`src/rtl/xw_pkg.sv`:
```
package xw_pkg;

    typedef enum logic [1:0] {
        PH_EW_GO   = 2'd0,
        PH_EW_WARN = 2'd1,
        PH_NS_GO   = 2'd2,
        PH_NS_WARN = 2'd3
    } phase_e;

    localparam int DIR_EW  = 0;
    localparam int DIR_NS  = 1;
    localparam int NUM_DIR = 2;

    typedef struct packed {
        logic red;
        logic amber;
        logic go;
        logic walk;
    } lamp_s;

    // Fixed rotation through the four phases.
    function automatic phase_e phase_succ(input phase_e p);
        case (p)
            PH_EW_GO:   return PH_EW_WARN;
            PH_EW_WARN: return PH_NS_GO;
            PH_NS_GO:   return PH_NS_WARN;
            default:    return PH_EW_GO;
        endcase
    endfunction

endpackage

```
`src/rtl/xw_req_hold.sv`:
```
module xw_req_hold (
    input  logic clk,
    input  logic rst_n,
    input  logic press_i,
    input  logic consume_i,
    output logic pending_o
);

    typedef struct packed {
        logic pend;
    } hold_s;

    hold_s st_d, st_q;

    // A press in the same cycle as a consume survives, so it is held over.
    always_comb begin
        st_d      = st_q;
        st_d.pend = press_i | (st_q.pend & ~consume_i);
    end

    always_ff @(posedge clk) begin
        if (!rst_n) begin
            st_q <= '0;
        end else begin
            st_q <= st_d;
        end
    end

    assign pending_o = st_q.pend;

endmodule

```
`src/rtl/xw_phase_timer.sv`:
```
module xw_phase_timer
    import xw_pkg::*;
#(
    parameter int GO_TICKS      = 20,
    parameter int GO_LONG_TICKS = 30,
    parameter int WARN_TICKS    = 10,
    parameter int CNT_W         = 5
) (
    input  logic               clk,
    input  logic               rst_n,
    input  logic               tick_i,
    input  logic [NUM_DIR-1:0] pending_i,
    output phase_e             phase_o,
    output logic [CNT_W-1:0]   count_o,
    output logic               long_o,
    output logic [NUM_DIR-1:0] consume_o
);

    typedef struct packed {
        phase_e             phase;
        logic [CNT_W-1:0]   cnt;
        logic               long_go;
    } tmr_s;

    tmr_s st_d, st_q;

    logic [CNT_W-1:0] last_cnt;
    logic             at_last;
    phase_e           upcoming;

    always_comb begin
        case (st_q.phase)
            PH_EW_GO, PH_NS_GO:
                last_cnt = st_q.long_go ? CNT_W'(GO_LONG_TICKS - 1) : CNT_W'(GO_TICKS - 1);
            default:
                last_cnt = CNT_W'(WARN_TICKS - 1);
        endcase
        at_last  = (st_q.cnt == last_cnt);
        upcoming = phase_succ(st_q.phase);
    end

    always_comb begin
        st_d      = st_q;
        consume_o = '0;
        if (tick_i) begin
            if (at_last) begin
                st_d.cnt   = '0;
                st_d.phase = upcoming;
                if (upcoming == PH_EW_GO) begin
                    st_d.long_go      = pending_i[DIR_EW];
                    consume_o[DIR_EW] = 1'b1;
                end else if (upcoming == PH_NS_GO) begin
                    st_d.long_go      = pending_i[DIR_NS];
                    consume_o[DIR_NS] = 1'b1;
                end
            end else begin
                st_d.cnt = st_q.cnt + CNT_W'(1);
            end
        end
    end

    always_ff @(posedge clk) begin
        if (!rst_n) begin
            st_q.phase   <= PH_EW_GO;
            st_q.cnt     <= '0;
            st_q.long_go <= 1'b0;
        end else begin
            st_q <= st_d;
        end
    end

    assign phase_o = st_q.phase;
    assign count_o = st_q.cnt;
    assign long_o  = st_q.long_go;

endmodule

```
`src/rtl/xw_lamp_dec.sv`:
```
module xw_lamp_dec
    import xw_pkg::*;
#(
    parameter int WALK_TICKS = 10,
    parameter int CNT_W      = 5
) (
    input  phase_e           phase_i,
    input  logic [CNT_W-1:0] count_i,
    input  logic             long_i,
    output lamp_s            lamps_o [NUM_DIR]
);

    for (genvar d = 0; d < NUM_DIR; d++) begin : g_dir
        localparam phase_e GO_PH   = (d == DIR_EW) ? PH_EW_GO   : PH_NS_GO;
        localparam phase_e WARN_PH = (d == DIR_EW) ? PH_EW_WARN : PH_NS_WARN;

        logic is_go, is_warn;

        always_comb begin
            is_go              = (phase_i == GO_PH);
            is_warn            = (phase_i == WARN_PH);
            lamps_o[d].go      = is_go;
            lamps_o[d].amber   = is_warn;
            lamps_o[d].red     = ~(is_go | is_warn);
            lamps_o[d].walk    = is_go & long_i & (count_i < CNT_W'(WALK_TICKS));
        end
    end

endmodule

```
`src/rtl/crossing_sequencer.sv`:
```
module crossing_sequencer
    import xw_pkg::*;
#(
    parameter int GO_TICKS      = 20,
    parameter int GO_LONG_TICKS = 30,
    parameter int WARN_TICKS    = 10,
    parameter int WALK_TICKS    = 10
) (
    input  logic clk,
    input  logic rst_n,
    input  logic tick,
    input  logic btn_ew,
    input  logic btn_ns,
    output logic ew_red,
    output logic ew_yellow,
    output logic ew_green,
    output logic ns_red,
    output logic ns_yellow,
    output logic ns_green,
    output logic walk_ew,
    output logic walk_ns
);

    localparam int MAX_A   = (GO_TICKS > GO_LONG_TICKS) ? GO_TICKS : GO_LONG_TICKS;
    localparam int MAX_DUR = (MAX_A > WARN_TICKS) ? MAX_A : WARN_TICKS;
    localparam int CNT_W   = $clog2(MAX_DUR + 1);

    logic [NUM_DIR-1:0] press_w;
    logic [NUM_DIR-1:0] pending_w;
    logic [NUM_DIR-1:0] consume_w;
    phase_e             phase_w;
    logic [CNT_W-1:0]   count_w;
    logic               long_w;
    lamp_s              lamps_w [NUM_DIR];

    assign press_w[DIR_EW] = btn_ew;
    assign press_w[DIR_NS] = btn_ns;

    for (genvar d = 0; d < NUM_DIR; d++) begin : g_req
        xw_req_hold i_hold (
            .clk       (clk),
            .rst_n     (rst_n),
            .press_i   (press_w[d]),
            .consume_i (consume_w[d]),
            .pending_o (pending_w[d])
        );
    end

    xw_phase_timer #(
        .GO_TICKS      (GO_TICKS),
        .GO_LONG_TICKS (GO_LONG_TICKS),
        .WARN_TICKS    (WARN_TICKS),
        .CNT_W         (CNT_W)
    ) i_timer (
        .clk       (clk),
        .rst_n     (rst_n),
        .tick_i    (tick),
        .pending_i (pending_w),
        .phase_o   (phase_w),
        .count_o   (count_w),
        .long_o    (long_w),
        .consume_o (consume_w)
    );

    xw_lamp_dec #(
        .WALK_TICKS (WALK_TICKS),
        .CNT_W      (CNT_W)
    ) i_dec (
        .phase_i (phase_w),
        .count_i (count_w),
        .long_i  (long_w),
        .lamps_o (lamps_w)
    );

    assign ew_red    = lamps_w[DIR_EW].red;
    assign ew_yellow = lamps_w[DIR_EW].amber;
    assign ew_green  = lamps_w[DIR_EW].go;
    assign walk_ew   = lamps_w[DIR_EW].walk;
    assign ns_red    = lamps_w[DIR_NS].red;
    assign ns_yellow = lamps_w[DIR_NS].amber;
    assign ns_green  = lamps_w[DIR_NS].go;
    assign walk_ns   = lamps_w[DIR_NS].walk;

endmodule

```
`config.mk`:
```
export PLATFORM = sky130hd
export DESIGN_NAME = crossing_sequencer
export DESIGN_NICKNAME = d
export VERILOG_FILES = /design/src/rtl/xw_pkg.sv /design/src/rtl/xw_req_hold.sv /design/src/rtl/xw_phase_timer.sv /design/src/rtl/xw_lamp_dec.sv /design/src/rtl/crossing_sequencer.sv
export SDC_FILE = /design/constraint.sdc
export NUM_CORES = 1
export LEC_CHECK = 0
export ABC_AREA = 1
export CAP_MARGIN = 0
export CORE_UTILIZATION = 42
export DETAILED_ROUTE_END_ITERATION = 12
export PLACE_DENSITY = 0.71
export SLEW_MARGIN = 20
export SYNTH_ARGS = -nofsm -noshare
export SYNTH_HDL_FRONTEND = slang
export SYNTH_SLANG_ARGS = --single-unit
```
`constraint.sdc`:
```
create_clock -name clk -period 1.5 [get_ports clk]
set_clock_uncertainty 0.2 [all_clocks]
set_input_delay 0.3 -clock clk [delete_from_list [all_inputs] [get_ports clk]]
set_output_delay 0.3 -clock clk [all_outputs]
set_load 0.01 [all_outputs]
```
# ---- Word level (Yosys, flattened, before mapping)
# Index checks and enable logic that the tools add are counted.
dict set report op_classes {
  order_cmp 1
  n_div 0
  shift 0
  multipliers 0
  reduce_logical 6
  n_mux 11
  bitwise_logic 14
  eq_ne 5
  addsub 1
}
# operator n
set ops {}
lappend ops {{2-to-1 mux 5 bit} 2}
lappend ops {{AND 1 bit} 6}
lappend ops {{== test 2 bit, second input constant} 3}
lappend ops {{one-hot mux 2 bit (3 select lines)} 1}
lappend ops {{adder 5 x 1 -> 5 bit, second input constant} 1}
lappend ops {{== test 5 bit} 1}
lappend ops {{less-than comparator 5 x 4 -> 1 bit, second input constant} 1}
lappend ops {{2-to-1 mux 1 bit} 5}
lappend ops {{zero test 2 bit} 2}
lappend ops {{2-to-1 mux 2 bit} 2}
lappend ops {{2-to-1 mux 4 bit} 1}
lappend ops {{NOT 1 bit} 4}
lappend ops {{bitwise OR 1 bit} 4}
lappend ops {{AND reduction 3 bit} 1}
lappend ops {{== test 2 x 1 -> 1 bit, second input constant} 1}
lappend ops {{AND reduction 2 bit} 1}
lappend ops {{nonzero test 2 bit} 1}
lappend ops {{OR reduction 2 bit} 1}
dict set report word_totals {
  latchBits 0
  mem_bits_rw 0
  mem_count 0
  reg_bits 10
  inputBits 5
  output_inout_bits 8
  mem_bits_ro 0
  word_cells 43
}

# ---- Longest topological paths before layout
# Gate-level depths: netlist of run 1.
dict set report logic_depth {
  ltp_word 10
  mapped_depth 10
  mapped_depth_nobuf 10
}

# ---- Hierarchy
# From an unflattened synthesis of run 1, not the netlist that was laid out.
dict set report hier_totals {
  hier_cells 102
  area_unflattened_um2 708.2
}
# module seq_area_each_um2 n_inst cells_each area_each_um2
set modules_own_cells {}
lappend modules_own_cells {xw_phase_timer 160.2 1 71 530.5}
lappend modules_own_cells {xw_lamp_dec 0.0 1 19 90.1}
lappend modules_own_cells {xw_req_hold 20.0 2 6 43.8}

# ---- Worst setup path before layout of run 1
# No wires, ideal clock.
dict set report synth_timing {
  path_kind {flip-flop to flip-flop}
  startpoint {register i_timer.st_q, in the netlist i_timer.phase_o[0]}
  endpoint {register i_timer.st_q, in the netlist i_timer.count_o[1]}
  t_required_ps 1184
  stages_incl_launch_ff 9
  t_arrival_ps 1298
  slack_ps -114
  synth_period_minus_slack_ps 1614
  setup_ps 116
  n_path_buf 0
  cell_sequence {dfxtp_1 -> inv_1 -> ha_1 -> nor2_4 -> nand4_1 -> nand2_2 -> nand2_2 -> nand2_2 -> nor2_1}
}
dict set report synth_via {
  elab_chain_len 5
  word_cells_on_any_way 6
  cone_classes {2 x eq/ne; 2 x mux; 2 x reduce/logical}
}
# element line_no
set synth_lines {}
lappend synth_lines {{start: declaration} xw_phase_timer.sv:25} ;# tmr_s st_d, st_q;
lappend synth_lines {{start signal: assignment} xw_phase_timer.sv:68} ;# st_q <= st_d;
lappend synth_lines {{zero test 2 bit} --}
lappend synth_lines {{net ew_green} crossing_sequencer.sv:16} ;# output logic ew_green,
lappend synth_lines {{OR reduction 2 bit} xw_phase_timer.sv:32} ;# case (st_q.phase)
lappend synth_lines {{2-to-1 mux 5 bit} xw_phase_timer.sv:32}
lappend synth_lines {{== test 5 bit} xw_phase_timer.sv:38} ;# at_last = (st_q.cnt == last_cnt);
lappend synth_lines {{2-to-1 mux 5 bit} xw_phase_timer.sv:46} ;# if (at_last) begin
# The timed path passes the listed nets, and every way through them passes these cells.
# A chain may end at the register's enable or synchronous reset.

# ---- Final worst setup path of run 1
dict set report layout_timing {
  startpoint {register i_timer.st_q, in the netlist i_timer.phase_o[0]}
  endpoint {output port ns_red}
}
dict set report layout_via {
  elab_chain_len 3
  word_cells_on_any_way 4
  cone_classes {2 x eq/ne; 2 x bitwise}
}
# element line_no
set layout_lines {}
lappend layout_lines {{== test 2 bit (on tied branches)} {xw_lamp_dec.sv:20, xw_lamp_dec.sv:21}}
lappend layout_lines {{bitwise OR 1 bit *} xw_lamp_dec.sv:24} ;# lamps_o[d].red = ~(is_go | is_warn);
lappend layout_lines {{NOT 1 bit *} xw_lamp_dec.sv:24}
lappend layout_lines {{end: declaration} crossing_sequencer.sv:17} ;# output logic ns_red,
# Mark *: on every way between the ends. The rest lies on a longest branch, timed or not.

==> results of run 1 <==
-- state kept, by name, indices dropped and copies added (netlist names) --
signal / count
g_req.i_hold.pending_o: 2
i_timer.phase_o: 2
i_timer.long_o: 1
i_timer.count_o: 5
-- metal layers --
layer	wire length [um]	part of all wire, %	vias up	GRT usage [%]
met1	561	39	275	25.3
li1	-	-	318	-
met5	0	0	-	0
met4	12	0.84	0	10.3
met2	769	54	23	33.6
met3	81	5.7	2	5.11
-- worst max-delay path by stage --
stage                                    startpoint                         endpoint  slack (ns)  depth (start not counted)
floorplan           i_timer.phase_o[0]$_SDFFE_PN0P_  i_timer.phase_o[1]$_SDFFE_PN0P_       0.001                          8
global placement    i_timer.phase_o[1]$_SDFFE_PN0P_                          walk_ew       -0.27                          5
detailed placement  i_timer.phase_o[1]$_SDFFE_PN0P_                          walk_ew       -0.31                          5
CTS                 i_timer.phase_o[1]$_SDFFE_PN0P_                          walk_ew       -0.13                          5
global route        i_timer.phase_o[0]$_SDFFE_PN0P_  i_timer.phase_o[1]$_SDFFE_PN0P_       -0.21                          9
finish              i_timer.phase_o[0]$_SDFFE_PN0P_                           ns_red       -0.17                          4
-- kinds of logic after synthesis --
kind of cell / Yosys count / synth area share, %
AOI/OAI and AO/OA: 5 / 5.30
xor gates and xnor gates: 3 / 4.45
adders and majority gates: 6 / 12.7
buffers and inverters: 14 / 8.90
DFF: 10 / 33.9
muxes: 2 / 3.39
and+or+nand+nor: 40 / 31.4
-- through the flow --
step,utilization [%],instances,hold slack (ns),setup TNS [ns]
floorplan,-,80,0.221,0
global placement,66.5,120,0.248,-3.07
detailed placement,66.5,120,0.267,-3.56
CTS,70.6,126,0.277,-1.57
global route,73.5,129,0.303,-2.67
finish,73.5,129,0.272,-1.49
-- what timing repair did --
item / in CTS / in global routing
gates resized for setup: 45 / 5
hold endpoints to repair: 0 / 0
pin swaps: 6 / 2
setup endpoints to repair: 17 / 16
buffers inserted: 2 / 3
-- placed cells by master (no fill, tap or decap) --
| cell type | n |
|---|---|
| nor3_1 | 2 |
| xor2_1 | 3 |
| ha_1 | 3 |
| inv_2 | 1 |
| buf_12 | 1 |
| inv_4 | 2 |
| dfxtp_4 | 2 |
| dfxtp_2 | 3 |
| ha_4 | 3 |
| buf_2 | 6 |
| inv_1 | 11 |
| nor2_2 | 1 |
| buf_4 | 16 |
| clkbuf_4 | 3 |
| nand3_2 | 2 |
| nand2_2 | 2 |
| nand2_4 | 1 |
| o211ai_1 | 1 |
| nand2_1 | 14 |
| nand4_1 | 2 |
| buf_6 | 3 |
| mux2i_1 | 2 |
| nor2_1 | 11 |
| nor2_4 | 1 |
| dfxtp_1 | 5 |
| nand3_1 | 4 |
| clkbuf_8 | 1 |
| a21oi_1 | 3 |
| a21oi_2 | 1 |
| clkdlybuf4s50_1 | 4 |
-- report_power, final --
group / leakage (uW) / internal, uW / switching (uW)
clock network: 0.0000210 / 147 / 95.5
registers: 0.0000847 / 271 / 5.81
logic: 0.000335 / 33.5 / 29.1
total: 0.000440 / 452 / 130
-- layout make-up --
| cell class | count | area share [%] |
|---|---|---|
| clock buffers | 4 | 3.80 |
| inverters | 14 | 6.02 |
| multi-input cells | 56 | 40.6 |
| flip-flops and latches | 10 | 22.1 |
| well taps | 15 | 1.96 |
| repair buffers | 30 | 25.5 |
-- worst register-to-register path: stages, from the launching register on --
cell and delay (ns):
dfxtp_4 0.37, inv_4 0.05, ha_4 0.16, buf_6 0.11, nor2_4 0.10, nand4_1 0.11
nand2_2 0.16, nand2_2 0.10, nand2_1 0.09, a21oi_2 0.05
==> flow_summary.ini, run 1 <==
[drt]
vias = 618
dr.pass1.iters = 4
vias_per_cell = 4.79
drt-initial-drc-count = 17
routedWlPerCell_um = 11.0
drc = 0
finalWirelength_um = 1420
final_antenna_net_count = 0

[job]
maxCapViolations = 0

[timing]
hold_viol = 0
maxSlewViolCount = 0
slew_headroom_pct = 85.2
worst_slack_ns = -0.167
period_minus_slack_ns = 1.67
max_slew.worst_pin.slew_ns = 0.221
period_share_pct = 111
finalSetupViolations = 16
rsz0062_at_grt = true
timing.fmax_mhz = 600

[setup_path]
critical-path-max-stage-delay_ns = 0.36
worst_ep_required_time_ns = 1.00
cp_max_fo = 4
path_cells = buf_4, ha_4, nor2_1, buf_2
cp_top_family = flip-flops
r2r_setup_slack_ns = -0.11
arrival_ns = 1.17
reg2reg_from = i_timer.phase_o[0]$_SDFFE_PN0P_
critPathCaptureType = output port
critPathSlowestCell = dfxtp_4
r2r.worst_path.cells = 9
criticalPathCategory = register to output port
startpoint_type = register
worstReg2RegEnd = i_timer.phase_o[1]$_SDFFE_PN0P_
crit_buf_inv = 2

[cts]
hold_buffers = 0
cts_buffers = 3
clockBufferDepth = 2
clock_sinks = 10
clock_latency_ns = 0.26
cts.htree.levels = 1
clk_pin_slew_ns = 0.07
root_buffer = clkbuf_4
tritoncts = built

[min_path]
holdCritStartpoint = g_req[1].i_hold.pending_o$_SDFF_PN0_
min_path_cells = 2
hold_path.class = register to register
hold_end = g_req[1].i_hold.pending_o$_SDFF_PN0_

[final_layout]
syn_to_final_growth_pct = 61.9
drive_above_1_share_pct = 43.0
multi_input_area_sq_um = 388
fin_nets = 126
final_cell_area_sq_um = 956
layout.area.seq_sq_um = 211
diodes = 0
fill_cells = 98

[grt]
grt_pass1_vias = 486
grt_max_degree = 8
grt_pass1_wl_um = 2100
grt_overflow = 0
antenna_found_initial = 0
grt_usage_pct = 20.9

[pwr]
fin_total_pwr_uw = 583
p_leak_uw = 0.000440
pwr_density_cell_mw_per_mm2 = 609
irDropWorstVdd_uv = 433

[placement]
port_buffers = 12
place_area_sq_um = 866
dp_hpwl_um = 1020
pre_cts_slack_ns = -0.310
place.gp.congestion = 0.777

[synthesis]
async_flop_share_pct = 0
yosysWarningCount = 0
synth_area_per_cell_sq_um = 7.38
yosys.area.top_type_share_pct = 33.9
yosysSeqAreaShare_pct = 33.9
ys_top_cells_by_count = inv_1 (14), nand2_1 (14), nor2_1 (12), dfxtp_1 (10), ha_1 (6)
syn_inst = 80
ys.flop_type = dfxtp_1
synth_area_leader_cell = dfxtp_1
synthTopCellsByArea = dfxtp_1 (34%), ha_1 (13%), inv_1 (8.9%), nand2_1 (8.9%), nor2_1 (7.6%)
synth_nets = 91
synth_seq_cells = 10
synth_area_sq_um = 591
ys_types = 16
synth_edf_count = 0

[floorplan]
dieHeight_um = 39.5
std_cell_rows = 13
io_pins = 13
core-area_sq_mm = 0.00130
dieArea_sq_mm = 0.00156
initial_utilization_pct = 45.4
die_w_um = 39.5

[outcome]
violations = setup timing
status = finished with violations
No activity file was read; power rests on OpenSTA's default activity.
==> inputs of run 2 (changes only) <==
--- a/config.mk
+++ b/config.mk
@@ -10,6 +10,9 @@
 export CORE_UTILIZATION = 42
 export DETAILED_ROUTE_END_ITERATION = 12
 export PLACE_DENSITY = 0.71
+export RECOVER_POWER = 100
+export REMOVE_ABC_BUFFERS = 1
+export SKIP_CTS_REPAIR_TIMING = 1
 export SLEW_MARGIN = 20
 export SYNTH_ARGS = -nofsm -noshare
 export SYNTH_HDL_FRONTEND = slang
==> run 2 against run 1 <==
The run still ends with setup timing left. Wire length is 21% higher. Via count is 2.3% higher. Worst hold slack better by 0.0020 ns. Final cell count is 0.78% higher. Sequential power hardly changed. Critical path depth stayed put. Total power is 7.8% lower. Cell area is 4.6% higher. Worst setup slack better by 0.019 ns. Global-route usage is 1.5 points lower. Sequential cell count stayed put. Critical path type unchanged. Highest routed layer unchanged.
==> flow_summary.ini, run 2 (same netlist as run 1, synthesis figures left out) <==
[outcome]
status = finished with violations
violations = setup timing

[pwr]
fin_total_pwr_uw = 537
pwr_density_cell_mw_per_mm2 = 537
p_leak_uw = 0.000457
irDropWorstVdd_uv = 478

[floorplan]
io_pins = 13
die_w_um = 39.5
core-area_sq_mm = 0.00130
initial_utilization_pct = 45.4
dieHeight_um = 39.5
std_cell_rows = 13
dieArea_sq_mm = 0.00156

[timing]
period_minus_slack_ns = 1.65
maxSlewViolCount = 0
slew_headroom_pct = 85.8
rsz0062_at_grt = true
fin_setup_tns_ns = -1.48
max_slew.worst_pin.slew_ns = 0.213
period_share_pct = 110
worst_slack_ns = -0.148
timing.fmax_mhz = 607
finalSetupViolations = 17
hold_ws_ns = 0.274
hold_viol = 0

[grt]
grt_usage_pct = 19.3
grt_pass1_vias = 499
antenna_found_initial = 0
grt_pass1_wl_um = 1940
grt_overflow = 0
grt_max_degree = 8

[final_layout]
layout.cells.non_filler = 130
largest_reg_flops = 5
diodes = 0
fill_cells = 88
layout_common_cells = buf_4 (16), nand2_1 (12), inv_1 (11)
fin_nets = 128
mostFrequentLayoutCell = buf_4
syn_to_final_growth_pct = 69.3
drive_above_1_share_pct = 48.7

[drt]
vias_per_cell = 4.86
routedWlPerCell_um = 13.3
drc = 0
final_antenna_net_count = 0
dr.pass1.iters = 4
drt-initial-drc-count = 19
vias = 632
finalWirelength_um = 1730

[cts]
clock_sinks = 10
cts.htree.levels = 1
clockBufferDepth = 2
clk_pin_slew_ns = 0.06
clock_latency_ns = 0.27
cts_buffers = 3
root_buffer = clkbuf_4
tritoncts = built

[setup_path]
r2r_setup_slack_ns = -0.15
worst-path-stages = 4
arrival_ns = 1.15
crit_top_cell = buf_6
critical-path-max-stage-delay_ns = 0.37
worst_ep_required_time_ns = 1.00
startpoint_type = register
cp_top_family = flip-flops
cp_max_fo = 3
r2r.worst_path.cells = 8
criticalPathCategory = register to output port
path_cells = buf_6, ha_4, buf_6, buf_6
critPathSlowestCell = dfxtp_4
crit_buf_inv = 3
critPathCaptureType = output port

[min_path]
min_path_cells = 2
hold_path.class = register to register

[placement]
place.gp.congestion = 0.791
dp_cells = 123
port_buffers = 12
dp_hpwl_um = 999

[job]
maxCapViolations = 0
[run 2: cell count changes in the layout (fill, tap and decap cells not counted), sizes merged]
cell	change
buf	+2
clkbuf	-1
dlygate4sd3	+1
clkdlybuf4s50	-1
[run 2: final cells by class]
class | instances | area [sq um] | share of cell area, %
timing repair buffer | 32 | 267 | 26.7
multi-input combinational | 56 | 429 | 42.9
inverter | 14 | 57.6 | 5.76
clock buffer | 3 | 22.5 | 2.25
tap | 15 | 18.8 | 1.88
sequential | 10 | 205 | 20.5
[run 2: path summary, 6_finish.rpt]
| kind | startpoint | end |
|---|---|---|
| hold reg to reg | g_req[0].i_hold.pending_o$_SDFF_PN0_ | g_req[0].i_hold.pending_o$_SDFF_PN0_ |
| hold / removal | g_req[0].i_hold.pending_o$_SDFF_PN0_ | g_req[0].i_hold.pending_o$_SDFF_PN0_ |
| setup reg to reg | i_timer.phase_o[1]$_SDFFE_PN0P_ | i_timer.long_o$_SDFFE_PN0P_ |
| setup / recovery | i_timer.phase_o[1]$_SDFFE_PN0P_ | ns_yellow |
[run 2: tightest hold or removal path, stage by stage, from the launching register on]
cell and delay, ns:
dfxtp_1 0.32, nand2_2 0.07, a21oi_2 0.04
[run 2: layer usage]
metal | GRT usage, % | wire [um]
met2 | 28.7 | 875
met4 | 15.5 | 44
met1 | 22.9 | 733
met3 | 5.11 | 74
met5 | 0 | 0
[run 2: through the flow]
stage / setup WS, ns / util [%] / instance area, sq um
floorplan: -0.114 / - / 591
global placement: -0.315 / 66.3 / 862
detailed placement: -0.368 / 66.3 / 862
CTS: -0.672 / 68.0 / 885
global route: -0.179 / 76.8 / 1000
finish: -0.148 / 76.8 / 1000
[run 2: report_power, final]
| part | internal, uW | switching [uW] |
|---|---|---|
| clock network | 93.0 | 99.4 |
| registers | 272 | 5.51 |
| logic | 33.7 | 33.1 |
| total | 399 | 138 |
